[src/rtl/dram_ctrl_pkg.sv]
package dram_ctrl_pkg;
  typedef enum logic [3:0] {
    ST_IDLE,
    ST_AROW,
    ST_ARAS,
    ST_ACOL,
    ST_ACAS,
    ST_RROW,
    ST_RRAS,
    ST_PRE
  } seq_state_e;
endpackage

[src/rtl/dram_refresh_timer.sv]
module dram_refresh_timer #(
  parameter int unsigned REF_PERIOD = 780,
  parameter int unsigned ROWS       = 256,
  parameter int unsigned ROW_W      = 8
) (
  input  logic             clk_i,
  input  logic             rst_ni,
  input  logic             ack_i,
  output logic             pend_o,
  output logic [ROW_W-1:0] row_o
);
  localparam int unsigned TW = (REF_PERIOD > 1) ? $clog2(REF_PERIOD) : 1;

  logic [TW-1:0] tick_q;
  logic          fire;

  assign fire = (tick_q == TW'(REF_PERIOD - 1));

  always_ff @(posedge clk_i or negedge rst_ni) begin
    if (!rst_ni) begin
      tick_q <= '0;
      pend_o <= 1'b0;
    end else begin
      tick_q <= fire ? '0 : tick_q + 1'b1;
      if (fire)       pend_o <= 1'b1;
      else if (ack_i) pend_o <= 1'b0;
    end
  end

  // row wraps at ROWS, which need not be a power of two
  always_ff @(posedge clk_i or negedge rst_ni) begin
    if (!rst_ni)    row_o <= '0;
    else if (ack_i) row_o <= (row_o == ROW_W'(ROWS - 1)) ? '0 : row_o + 1'b1;
  end

  assert_row_in_range_R7: assert property (@(posedge clk_i) disable iff (!rst_ni)
    int'(row_o) < ROWS);
  assert_ack_needs_pend_R6: assert property (@(posedge clk_i) disable iff (!rst_ni)
    ack_i |-> pend_o);
  assert_row_steps_R7: assert property (@(posedge clk_i) disable iff (!rst_ni)
    !ack_i |=> $stable(row_o));
endmodule

[src/rtl/dram_seq.sv]
module dram_seq
  import dram_ctrl_pkg::*;
#(
  parameter int unsigned ROW_W   = 8,
  parameter int unsigned COL_W   = 8,
  parameter int unsigned DATA_W  = 16,
  parameter int unsigned RAS_CYC = 2,
  parameter int unsigned CAS_CYC = 2,
  localparam int unsigned ADDR_W = (ROW_W > COL_W) ? ROW_W : COL_W
) (
  input  logic              clk_i,
  input  logic              rst_ni,
  input  logic              req_valid_i,
  input  logic              req_we_i,
  input  logic [ROW_W-1:0]  req_row_i,
  input  logic [COL_W-1:0]  req_col_i,
  input  logic [DATA_W-1:0] req_wdata_i,
  output logic              req_ready_o,
  input  logic              ref_pend_i,
  input  logic [ROW_W-1:0]  ref_row_i,
  output logic              ref_ack_o,
  output logic              rsp_valid_o,
  output logic [DATA_W-1:0] rsp_rdata_o,
  output logic [ADDR_W-1:0] dram_addr_o,
  output logic              dram_ras_no,
  output logic              dram_cas_no,
  output logic              dram_oe_no,
  output logic              dram_we_no,
  output logic [DATA_W-1:0] dram_dq_o,
  output logic              dram_dq_oe_o,
  input  logic [DATA_W-1:0] dram_dq_i
);
  localparam int unsigned MAX_CYC = (RAS_CYC > CAS_CYC) ? RAS_CYC : CAS_CYC;
  localparam int unsigned CNT_W   = $clog2(MAX_CYC + 1);

  seq_state_e        state_q, state_d;
  logic [CNT_W-1:0]  wait_q, wait_d;
  logic [ROW_W-1:0]  row_q;
  logic [COL_W-1:0]  col_q;
  logic              we_q;
  logic [DATA_W-1:0] wdata_q;
  logic              take_ref, take_req, col_phase, last_cas;

  assign take_ref  = (state_q == ST_IDLE) && ref_pend_i;
  assign take_req  = (state_q == ST_IDLE) && !ref_pend_i && req_valid_i;
  assign col_phase = (state_q == ST_ACOL) || (state_q == ST_ACAS);
  assign last_cas  = (state_q == ST_ACAS) && (wait_q == '0);

  always_comb begin
    state_d = state_q;
    wait_d  = wait_q;
    unique case (state_q)
      ST_IDLE: if (take_ref) state_d = ST_RROW;
               else if (take_req) state_d = ST_AROW;
      ST_AROW: state_d = ST_ARAS;
      ST_ARAS: state_d = ST_ACOL;
      ST_ACOL: begin
        state_d = ST_ACAS;
        wait_d  = CNT_W'(CAS_CYC - 1);
      end
      ST_ACAS: if (wait_q == '0) state_d = ST_PRE;
               else wait_d = wait_q - 1'b1;
      ST_RROW: begin
        state_d = ST_RRAS;
        wait_d  = CNT_W'(RAS_CYC - 1);
      end
      ST_RRAS: if (wait_q == '0) state_d = ST_PRE;
               else wait_d = wait_q - 1'b1;
      ST_PRE:  state_d = ST_IDLE;
      default: state_d = ST_IDLE;
    endcase
  end

  always_ff @(posedge clk_i or negedge rst_ni) begin
    if (!rst_ni) begin
      state_q     <= ST_IDLE;
      wait_q      <= '0;
      row_q       <= '0;
      col_q       <= '0;
      we_q        <= 1'b0;
      wdata_q     <= '0;
      rsp_valid_o <= 1'b0;
      rsp_rdata_o <= '0;
    end else begin
      state_q     <= state_d;
      wait_q      <= wait_d;
      rsp_valid_o <= last_cas && !we_q;
      if (last_cas && !we_q) rsp_rdata_o <= dram_dq_i;
      if (take_ref) begin
        row_q <= ref_row_i;
        we_q  <= 1'b0;
      end else if (take_req) begin
        row_q   <= req_row_i;
        col_q   <= req_col_i;
        we_q    <= req_we_i;
        wdata_q <= req_wdata_i;
      end
    end
  end

  assign ref_ack_o    = take_ref;
  assign req_ready_o  = (state_q == ST_IDLE) && !ref_pend_i;
  assign dram_ras_no  = !((state_q == ST_ARAS) || col_phase || (state_q == ST_RRAS));
  assign dram_cas_no  = (state_q != ST_ACAS);
  assign dram_addr_o  = col_phase ? ADDR_W'(col_q) : ADDR_W'(row_q);
  assign dram_oe_no   = !(col_phase && !we_q);
  assign dram_we_no   = !(col_phase && we_q);
  assign dram_dq_oe_o = col_phase && we_q;
  assign dram_dq_o    = wdata_q;

  assert_cas_under_ras_R2: assert property (@(posedge clk_i) disable iff (!rst_ni)
    !dram_cas_no |-> !dram_ras_no);
  assert_ras_before_cas_R2: assert property (@(posedge clk_i) disable iff (!rst_ni)
    $fell(dram_cas_no) |-> $past(!dram_ras_no));
  assert_read_no_drive_R3: assert property (@(posedge clk_i) disable iff (!rst_ni)
    !dram_oe_no |-> !dram_dq_oe_o);
  assert_rsp_after_cas_R3: assert property (@(posedge clk_i) disable iff (!rst_ni)
    rsp_valid_o |-> $past(!dram_cas_no));
  assert_data_before_cas_R4: assert property (@(posedge clk_i) disable iff (!rst_ni)
    ($fell(dram_cas_no) && !dram_we_no) |-> $past(dram_dq_oe_o));
  assert_precharge_R5: assert property (@(posedge clk_i) disable iff (!rst_ni)
    $rose(dram_ras_no) |-> (dram_cas_no ##1 dram_ras_no));
  assert_refresh_ras_only_R6: assert property (@(posedge clk_i) disable iff (!rst_ni)
    ref_ack_o |=> (dram_cas_no ##1 dram_cas_no));
  assert_ready_idle_R9: assert property (@(posedge clk_i) disable iff (!rst_ni)
    req_ready_o |-> (dram_ras_no && dram_cas_no && dram_oe_no && dram_we_no));
  assert_ref_first_R8: assert property (@(posedge clk_i) disable iff (!rst_ni)
    (ref_pend_i && (state_q == ST_IDLE)) |-> !req_ready_o);
endmodule

[src/rtl/dram_ctrl.sv]
module dram_ctrl #(
  parameter int unsigned ROW_W      = 8,
  parameter int unsigned COL_W      = 8,
  parameter int unsigned DATA_W     = 16,
  parameter int unsigned ROWS       = 256,
  parameter int unsigned REF_PERIOD = 780,
  parameter int unsigned RAS_CYC    = 2,
  parameter int unsigned CAS_CYC    = 2,
  localparam int unsigned ADDR_W    = (ROW_W > COL_W) ? ROW_W : COL_W,
  localparam int unsigned REQ_W     = ROW_W + COL_W
) (
  input  logic              clk_i,
  input  logic              rst_ni,
  input  logic              req_valid_i,
  input  logic              req_we_i,
  input  logic [REQ_W-1:0]  req_addr_i,
  input  logic [DATA_W-1:0] req_wdata_i,
  output logic              req_ready_o,
  output logic              rsp_valid_o,
  output logic [DATA_W-1:0] rsp_rdata_o,
  output logic [ADDR_W-1:0] dram_addr_o,
  output logic              dram_ras_no,
  output logic              dram_cas_no,
  output logic              dram_oe_no,
  output logic              dram_we_no,
  output logic [DATA_W-1:0] dram_dq_o,
  output logic              dram_dq_oe_o,
  input  logic [DATA_W-1:0] dram_dq_i
);
  logic             ref_pend, ref_ack;
  logic [ROW_W-1:0] ref_row;

  dram_refresh_timer #(
    .REF_PERIOD(REF_PERIOD),
    .ROWS      (ROWS),
    .ROW_W     (ROW_W)
  ) u_ref (
    .clk_i (clk_i),
    .rst_ni(rst_ni),
    .ack_i (ref_ack),
    .pend_o(ref_pend),
    .row_o (ref_row)
  );

  dram_seq #(
    .ROW_W  (ROW_W),
    .COL_W  (COL_W),
    .DATA_W (DATA_W),
    .RAS_CYC(RAS_CYC),
    .CAS_CYC(CAS_CYC)
  ) u_seq (
    .clk_i       (clk_i),
    .rst_ni      (rst_ni),
    .req_valid_i (req_valid_i),
    .req_we_i    (req_we_i),
    .req_row_i   (req_addr_i[REQ_W-1:COL_W]),
    .req_col_i   (req_addr_i[COL_W-1:0]),
    .req_wdata_i (req_wdata_i),
    .req_ready_o (req_ready_o),
    .ref_pend_i  (ref_pend),
    .ref_row_i   (ref_row),
    .ref_ack_o   (ref_ack),
    .rsp_valid_o (rsp_valid_o),
    .rsp_rdata_o (rsp_rdata_o),
    .dram_addr_o (dram_addr_o),
    .dram_ras_no (dram_ras_no),
    .dram_cas_no (dram_cas_no),
    .dram_oe_no  (dram_oe_no),
    .dram_we_no  (dram_we_no),
    .dram_dq_o   (dram_dq_o),
    .dram_dq_oe_o(dram_dq_oe_o),
    .dram_dq_i   (dram_dq_i)
  );
endmodule

[config.mk]
export PLATFORM = sky130hd
export DESIGN_NAME = dram_ctrl
export DESIGN_NICKNAME = d
export VERILOG_FILES = /design/src/rtl/dram_ctrl_pkg.sv /design/src/rtl/dram_refresh_timer.sv /design/src/rtl/dram_seq.sv /design/src/rtl/dram_ctrl.sv
export SDC_FILE = /design/constraint.sdc
export NUM_CORES = 1
export LEC_CHECK = 0
export CAP_MARGIN = 40
export CORE_ASPECT_RATIO = 1.1
export CORE_MARGIN = 2
export CORE_UTILIZATION = 51
export DETAILED_ROUTE_END_ITERATION = 7
export GPL_ROUTABILITY_DRIVEN = 0
export PLACE_DENSITY = 0.95
export SLEW_MARGIN = 20
export SYNTH_ARGS = -nofsm -noshare
export SYNTH_HDL_FRONTEND = slang
export SYNTH_SLANG_ARGS = --single-unit
export TNS_END_PERCENT = 1
[constraint.sdc]
create_clock -name clk_i -period 5.4 [get_ports clk_i]
set_input_delay 1.08 -clock clk_i [delete_from_list [all_inputs] [get_ports clk_i]]
set_output_delay 1.08 -clock clk_i [all_outputs]
set_load 0.02 [all_outputs]
* Word level (Yosys, flattened, before mapping)
Index checks and enable logic that the tools add are counted.
** Word-level totals
- Register bits after elaboration :: 75
- Bits of input ports :: 52
- Output and inout port bits :: 47
** Cells by class
- Add/sub/neg operators :: 3
- Equal/unequal tests :: 12
- Multiplexer cells :: 15
- Bitwise logic cells :: 1
- Reduce and logical (&&, ||, !) cells :: 25
** Operators with widths (number)
- $mux W8 :: 4
- $pmux W4 S6 :: 1
- $eq A4 B3 Y1 const B :: 3
- $mux W4 :: 3
- $add A10 B1 Y10 const B :: 1
- $eq A10 B10 Y1 const B :: 1
- $mux W10 :: 1
- $add A8 B1 Y8 const B :: 1
- $eq A4 B2 Y1 const B :: 2
- $eq A8 B8 Y1 const B :: 1
- $logic_and A1 B1 Y1 :: 7
- $reduce_and A2 Y1 :: 3
- $reduce_bool A2 Y1 :: 3
- $logic_not A1 Y1 :: 5
- $eq A4 B1 Y1 const B :: 1
- $logic_not A4 Y1 :: 1
- $mux W1 :: 4
- $ne A4 B3 Y1 const B :: 1
- $pmux W2 S2 :: 1
- $reduce_or A2 Y1 :: 2
- $logic_or A1 B1 Y1 :: 3
- $ne A3 B2 Y1 const B :: 1
- $logic_not A2 Y1 :: 1
- $mux W2 :: 1
- other kinds (4) :: 4

* Logic depth before layout (Yosys ltp)
Gate-level depths: netlist (run 1).
- Depth after elaboration :: 6
- Gate-level depth with buffers :: 6
- Depth with buffers taken out :: 5

* Modules after synthesis
A second synthesis (run 1) with hierarchy kept.
** Unflattened totals
- Cell total of the unflattened synthesis :: 251
- Area total of the unflattened synthesis :: 3309.4 um^2
** By module, submodules not included
- dram_seq :: times used 1, cells an instance 167, area an instance 2392.3 um^2, sequential area each 1376.3 um^2
- dram_refresh_timer :: times used 1, cells an instance 84, area an instance 917.1 um^2, sequential area each 475.5 um^2

* Least setup slack after synthesis (run 1)
OpenSTA, ideal clock, no wires.
- Path type :: register -> output
- From :: register u_seq.state_q[1]
- To :: output dram_addr_o[0]
- Arrival :: 1.647 ns
- Data required time :: 4.320 ns
- Path slack :: 2.673 ns
- Cell stages (with the launch flop) :: 6
- Buffers on the path :: 2
- Path through :: dfrtp_1 -> buf_6 -> or3b_4 -> o21ai_0 -> buf_2 -> mux2_2
** Between the ends
- Word-level cells in the longest chain between the ends :: 3
- Elaborated cells between the ends (all ways) :: 4
- Classes of those cells :: 2 x eq/ne; 1 x mux; 1 x reduce/logical
** Ends and longest elaborated chain
- start: declaration :: line dram_seq.sv:36 : seq_state_e state_q, state_d;
- start signal: assignment :: line dram_seq.sv:85 : state_q <= state_d;
- $eq A4 B2 Y1 / $eq A4 B3 Y1 (equally long branches) :: line dram_seq.sv:46 : assign col_phase = (state_q == ST_ACOL) || (state_q == ST_ACAS);
- $logic_or A1 B1 Y1 (*) :: line dram_seq.sv:46
- $mux W8 (*) :: line dram_seq.sv:105 : assign dram_addr_o = col_phase ? ADDR_W'(col_q) : ADDR_W'(row_q);
- end: declaration :: line dram_ctrl.sv:21 : output logic [ADDR_W-1:0] dram_addr_o,
Mark *: on every way between the ends. The rest lies on a longest branch, timed or not.

* Worst setup path in the final report (run 1)
- From :: register u_seq.state_q[2]
- To :: output dram_addr_o[7]
Same word-level chain as after synthesis.

==> impl_metrics.yaml, run 1 <==
outcome:
  status: "complete, no violations"
drt:
  via_per_inst: 5.63
  final_antenna_net_count: 0
  wire_per_inst_um: 17.9
  first_pass_iters: 4
  drcViolationCount: 0
  vias: 2544
  drt_wl_total_um: 8110
  drt-initial-drc-count: 152
place:
  dp_slack_ps: 2000
  io_buffers: 98
  placed_cells: 434
  hpwl_um: 5730
cells_and_area:
  num_antenna_cells: 0
  fillers: 419
  syn_to_final_growth_pct: 38.8
  final_nets: 422
  fin_cells: 452
  utilization_pct: 73.9
  drive_gt1_share_pct: 19.6
logic_synthesis:
  ys.flop_type: "dfrtp_1"
  ys_top_cells_by_area: "dfrtp_1 (56%), mux2_2 (14%), mux2_4 (4.1%), xor2_1 (1.8%), o2bb2ai_1 (1.6%)"
  synth_compound_area_share_pct: 8.29
  synth_top_family_by_area: "multiplexers"
  synth_most_common_cell: "dfrtp_1"
  syn_avg_cell_area_um2: 12.5
  synthDistinctLibCells: 42
  ys_ff_latch: 74
  yosysTopAreaCell: "dfrtp_1"
  yosys-mux-area-fraction_pct: 17.9
  syn_inst: 265
  async_reset_ff_share_pct: 100
  synth_top_area_share_pct: 55.8
  synth-edff-count: 0
  synth_adder_area_share_pct: 1.13
  synthXorXnorAreaFrac_pct: 2.64
  yosys-top-cells-count: "dfrtp_1 (74), mux2_2 (40), nand2_1 (11)"
  netlist_area_um2: 3320
  ys_seq_area_share_pct: 55.8
  ys.warnings.count: 0
  syn_nets: 320
  synth-simple-area-share_pct: 11.0
setup_path:
  path_class: "reg -> out"
  worstSetupStartpoint: "u_seq.state_q[2]$_DFFE_PN0P_"
  reg2reg_slack_ps: 2900
  timing.rr.end: "u_seq.dram_dq_o[5]$_DFFE_PN0P_"
  critPathLaunchType: "flop"
  cp.arrival_ps: 2690
  critical_path_peak_fanout: 13
  crit_path_max_incr_delay_ps: 560
  cp.required_ps: 4320
  worstPathCellList: "or3b_4 -> o21ai_0 -> buf_4 -> mux2_2 -> clkdlybuf4s50_1"
  worst_path_max_delay_cell: "dfrtp_1"
  r2r_start: "u_seq.state_q[2]$_DFFE_PN0P_"
  reg2regPathDepth: 4
  critPathCaptureType: "output port"
sta:
  setup_ws_ps: 1630
  setup_viol: 0
  setup_tns_ps: 0
  hold_viol_final: 0
  fmaxAchievable_mhz: 265
  skew_ps: 9.46
  rsz0062_at_grt: "no"
  slew_headroom_pct: 54.1
  worstMarginPinSlew_ps: 684
  period_needed_ps: 3770
  slew_viol_final: 0
  finalCritPeriodShare_pct: 69.8
clock_network:
  clock_sinks: 74
  numCtsBuffers: 9
  cts_tree: "yes"
  post_cts_resize_count: 0
  hold_buffers: 0
  post_cts_buffers: 0
  clock-root-buffer: "clkbuf_8"
  clk_latency_ps: 340
  cts_buffer_depth: 2
  path_clk_slew_ps: 80
  ctsHtreeMaxLevel: 3
die:
  die_h_um: 88.6
  dieArea_um2: 7170
  io_pins: 99
  rows: 30
  initial_core_util_pct: 53.3
  core-area_um2: 6230
  die_x_um: 80.9
hold_path:
  holdPathStages: 1
  whs_endpoint: "u_seq.row_q[6]$_DFFE_PN0P_"
  worstHoldStart: "u_seq.row_q[6]$_DFFE_PN0P_"
  hold_path.class: "reg -> reg"
power_and_ir_drop:
  leakagePower_nw: 2.00
  ir_worst_vdd_mv: 0.318
  seqPwrFrac_pct: 35.6
  swShare_pct: 34.5
  switching_power_w: 0.000868
  p_total_w: 0.00252
  p_comb_share_pct: 45.7
  intPower_w: 0.00165
  clkPwrFrac_pct: 18.7
  powerDensity_nw_per_um2: 547
global_routing:
  antenna_found_initial: 0
  grt_start_max_net_pins: 49
  grt_first_pass_wirelength_um: 12700
  overflow: 0
  grt_pass1_vias: 2656
  grt_usage_pct: 23.9
job:
  max_cap_violations: 0
## power groups by stage
| stage | logic [W] | registers [W] | clock network [W] |
|---|---|---|---|
| floorplan | 0.000514 | 0.00100 | 0 |
| global placement | 0.00111 | 0.000887 | 0 |
| detailed placement | 0.00115 | 0.000904 | 0 |
| CTS | 0.00116 | 0.000895 | 0.000476 |
| global route | 0.00123 | 0.000920 | 0.000507 |
| finish | 0.00115 | 0.000896 | 0.000471 |
## sequential cells by signal, summed over array words and instances (netlist names)
register           count
u_seq.state_q          3
u_seq.we_q             1
u_ref.pend_o           1
u_ref.tick_q          10
u_seq.rsp_valid_o      1
u_seq.col_q            8
u_seq.row_q            8
u_seq.dram_dq_o       16
u_ref.row_o            8
u_seq.wait_q           2
u_seq.rsp_rdata_o     16
## through the flow
stage	hold slack (ps)	cell area, um^2
3_3_place_gp	476	4320
6_report	499	4610
5_1_grt	503	4610
2_1_floorplan	445	3320
4_1_cts	494	4590
3_5_place_dp	474	4370
## how the worst max path moves through the flow
stage	endpoint	slack, ps	cells past startpoint
global placement	u_seq.dram_dq_o[3]$_DFFE_PN0P_	2010	3
detailed placement	dram_addr_o[7]	2000	5
CTS	dram_addr_o[7]	1610	5
global route	dram_addr_o[0]	1450	5
floorplan	dram_addr_o[0]	2670	5
finish	dram_addr_o[7]	1630	5
## final cells by class
type / count / area, um^2 / share of cell area [%]
Clock buffer: 11 / 141 / 3.07
Tap cell: 80 / 100 / 2.17
Inverter: 6 / 22.5 / 0.489
Timing Repair Buffer: 104 / 1050 / 22.8
Clock inverter: 5 / 77.6 / 1.68
Sequential cell: 74 / 1850 / 40.2
Multi-Input combinational cell: 172 / 1360 / 29.5
## layer usage
| layer | global-route usage, % | wire length, um | up-vias |
|---|---|---|---|
| li1 | - | - | 1162 |
| met1 | 27.5 | 3090 | 1264 |
| met2 | 41.8 | 4360 | 97 |
| met3 | 6.43 | 443 | 21 |
| met4 | 10.3 | 208 | 0 |
| met5 | 0 | 0 | - |
## cell families (layout without fill, tap and decap cells)
kind of cell | after synthesis | count (layout)
compound gates | 43 | 43
xor+xnor | 10 | 10
fa+ha+maj | 3 | 3
buf+inv | 19 | 126
flops | 74 | 74
mux | 50 | 50
simple gates | 66 | 66
## worst max-delay path, delay by kind of cell (launching register included)
kind	cells	cell delay [ps]
compound gates	1	170
mux	1	340
buf+inv	2	820
flops	1	560
simple gates	1	440
## layout by cell type (no fill, tap or decap), types with 2 or more instances in the layout
master	synthesis	layout
or4_1	4	4
mux2_4	9	9
bufinv_16	0	2
nor4_1	2	2
nand2_1	11	11
or3_1	3	3
and2_1	8	8
nor3_1	5	5
mux2_2	40	40
ha_1	3	3
a21oi_1	7	7
o211ai_1	2	2
nor2b_1	2	2
xnor2_1	3	3
nor2_1	9	9
inv_1	5	5
o22ai_1	3	3
o2bb2ai_1	6	6
a21o_1	2	2
nand4_1	6	6
buf_8	0	2
o21ai_0	10	10
nand2b_1	3	3
clkinv_2	0	2
buf_4	0	2
nand3_1	8	8
clkdlybuf4s50_1	0	97
a31oi_1	7	7
dfrtp_1	74	74
clkbuf_8	0	10
xor2_1	7	7
No activity file was read; power rests on OpenSTA's default activity.
==> run 2, diff against run 1 <==
CORE_UTILIZATION = 47   (was 51)
PLACE_DENSITY = 0.91   (was 0.95)
clock period = 3.69 ns   (was 5.4 ns; I/O delays follow)
==> impl_metrics.yaml, run 2 (same netlist as run 1, synthesis figures left out) <==
clock_network:
  post_cts_buffers: 0
  hold_buffers: 0
  cts_buffer_depth: 2
  clock_sinks: 74
  path_clk_slew_ps: 80
  clock-root-buffer: "clkbuf_8"
  ctsHtreeMaxLevel: 3
  post_cts_resize_count: 0
  numCtsBuffers: 9
  cts_tree: "yes"
  clk_latency_ps: 340
job:
  max_cap_violations: 0
hold_path:
  hold_path.class: "in -> async"
drt:
  final_antenna_net_count: 0
  drcViolationCount: 0
  wire_per_inst_um: 16.3
  vias: 2513
  via_per_inst: 5.51
  drt_wl_total_um: 7420
  drt-initial-drc-count: 250
  first_pass_iters: 4
place:
  hpwl_um: 5360
  io_buffers: 98
  placed_area_um2: 4380
setup_path:
  worstPathCellList: "or3b_4 -> o21ai_0 -> buf_4 -> mux2_2 -> clkdlybuf4s50_1"
  critical_path_peak_fanout: 13
  worst_path_max_delay_cell: "dfrtp_1"
  critPathCaptureType: "output port"
  path_class: "reg -> out"
  cp.required_ps: 2950
  crit_path_max_incr_delay_ps: 550
  critPathLaunchType: "flop"
  cp.arrival_ps: 2530
cells_and_area:
  design_area_um2: 4580
  syn_to_final_growth_pct: 38.1
  layout_common_cells: "clkdlybuf4s50_1 (97), dfrtp_1 (74), mux2_2 (40)"
  num_antenna_cells: 0
  utilization_pct: 66.2
  fillers: 497
  drive_gt1_share_pct: 19.9
  final_common_cell: "clkdlybuf4s50_1"
  final_nets: 422
power_and_ir_drop:
  ir_worst_vdd_mv: 0.498
  leakagePower_nw: 1.99
  powerDensity_nw_per_um2: 783
sta:
  fmaxAchievable_mhz: 306
  worstMarginPinSlew_ps: 630
  hold_viol_final: 0
  skew_ps: 8.79
  rsz0062_at_grt: "no"
  slew_viol_final: 0
  finalCritPeriodShare_pct: 88.7
  setup_viol: 0
  slew_headroom_pct: 58.0
  period_needed_ps: 3270
  setup_tns_ps: 0
global_routing:
  grt_usage_pct: 19.8
  grt_first_pass_wirelength_um: 12100
  overflow: 0
  grt_start_max_net_pins: 57
  antenna_found_initial: 0
  grt_pass1_vias: 2487
die:
  dieArea_um2: 7750
  core-area_um2: 6930
  rows: 32
  die_x_um: 84.1
  io_pins: 99
  die_h_um: 92.1
  initial_core_util_pct: 47.9
outcome:
  status: "complete, no violations"
-- run 2: changes by cell type in the layout (fill, tap and decap cells not counted), sizes merged --
cell      before  now
bufinv         2    1
clkbuf        12   10
clkinvlp       1    2
buf            6    7
-- run 2: power breakdown --
| part | leakage, nW | switching [W] | total [W] | internal, W |
|---|---|---|---|---|
| clock network | 0.0941 | 0.000291 | 0.000615 | 0.000325 |
| registers | 0.908 | 0.000200 | 0.00130 | 0.00110 |
| logic | 0.986 | 0.000759 | 0.00167 | 0.000910 |
| total | 1.99 | 0.00125 | 0.00359 | 0.00234 |
-- run 2: worst paths after layout --
check | startpoint | to | slack [ps] | depth (start not counted)
worst min register to register | u_seq.row_q[2]$_DFFE_PN0P_ | u_seq.row_q[2]$_DFFE_PN0P_ | 500 | 1
max in group asynchronous | rst_ni | u_seq.col_q[0]$_DFFE_PN0P_ | 2870 | 2
min in group clk_i | u_seq.row_q[2]$_DFFE_PN0P_ | u_seq.row_q[2]$_DFFE_PN0P_ | 500 | 1
worst min-delay path | rst_ni | u_ref.row_o[4]$_DFFE_PN0P_ | 270 | 1
worst max-delay path | u_seq.state_q[2]$_DFFE_PN0P_ | dram_addr_o[7] | 420 | 5
worst max register to register | u_seq.state_q[2]$_DFFE_PN0P_ | u_seq.col_q[6]$_DFFE_PN0P_ | 1320 | 4
-- run 2: final cells by class --
cell class / instances / area (um^2) / area share (%)
well taps: 85 / 106 / 2.32
clock buffers: 10 / 138 / 3.00
repair buffers: 104 / 1050 / 22.9
flip-flops and latches: 74 / 1850 / 40.4
clock inverters: 5 / 55.1 / 1.20
multi-input cells: 172 / 1360 / 29.7
inverters: 6 / 22.5 / 0.491
-- run 2: through the flow --
step,cells,hold WS [ps],power [W],setup WS (ps)
after floorplan,265,442,0.00222,1310
after global placement,438,484,0.00293,835
after detailed placement,440,474,0.00299,772
after CTS,455,266,0.00362,416
after global routing,456,271,0.00378,279
final,456,268,0.00359,418
-- run 2: critical path, delay by kind of cell (launching register included) --
kind,cells,cell delay [ps]
AND/OR/NAND/NOR,1,430
buffers and inverters,2,770
AO/OA/AOI/OAI,1,90
multiplexers,1,350
flip-flops,1,550
-- run 2: routing by layer --
| layer | wire (um) | track usage (%) | vias up | part of all wire, % |
|---|---|---|---|---|
| met1 | 3060 | 25.3 | 1260 | 41 |
| met2 | 3890 | 32.3 | 82 | 52 |
| met5 | 0 | 0 | - | 0 |
| met3 | 346 | 4.68 | 15 | 4.7 |
| met4 | 130 | 7.93 | 0 | 1.8 |
| li1 | - | - | 1156 | - |
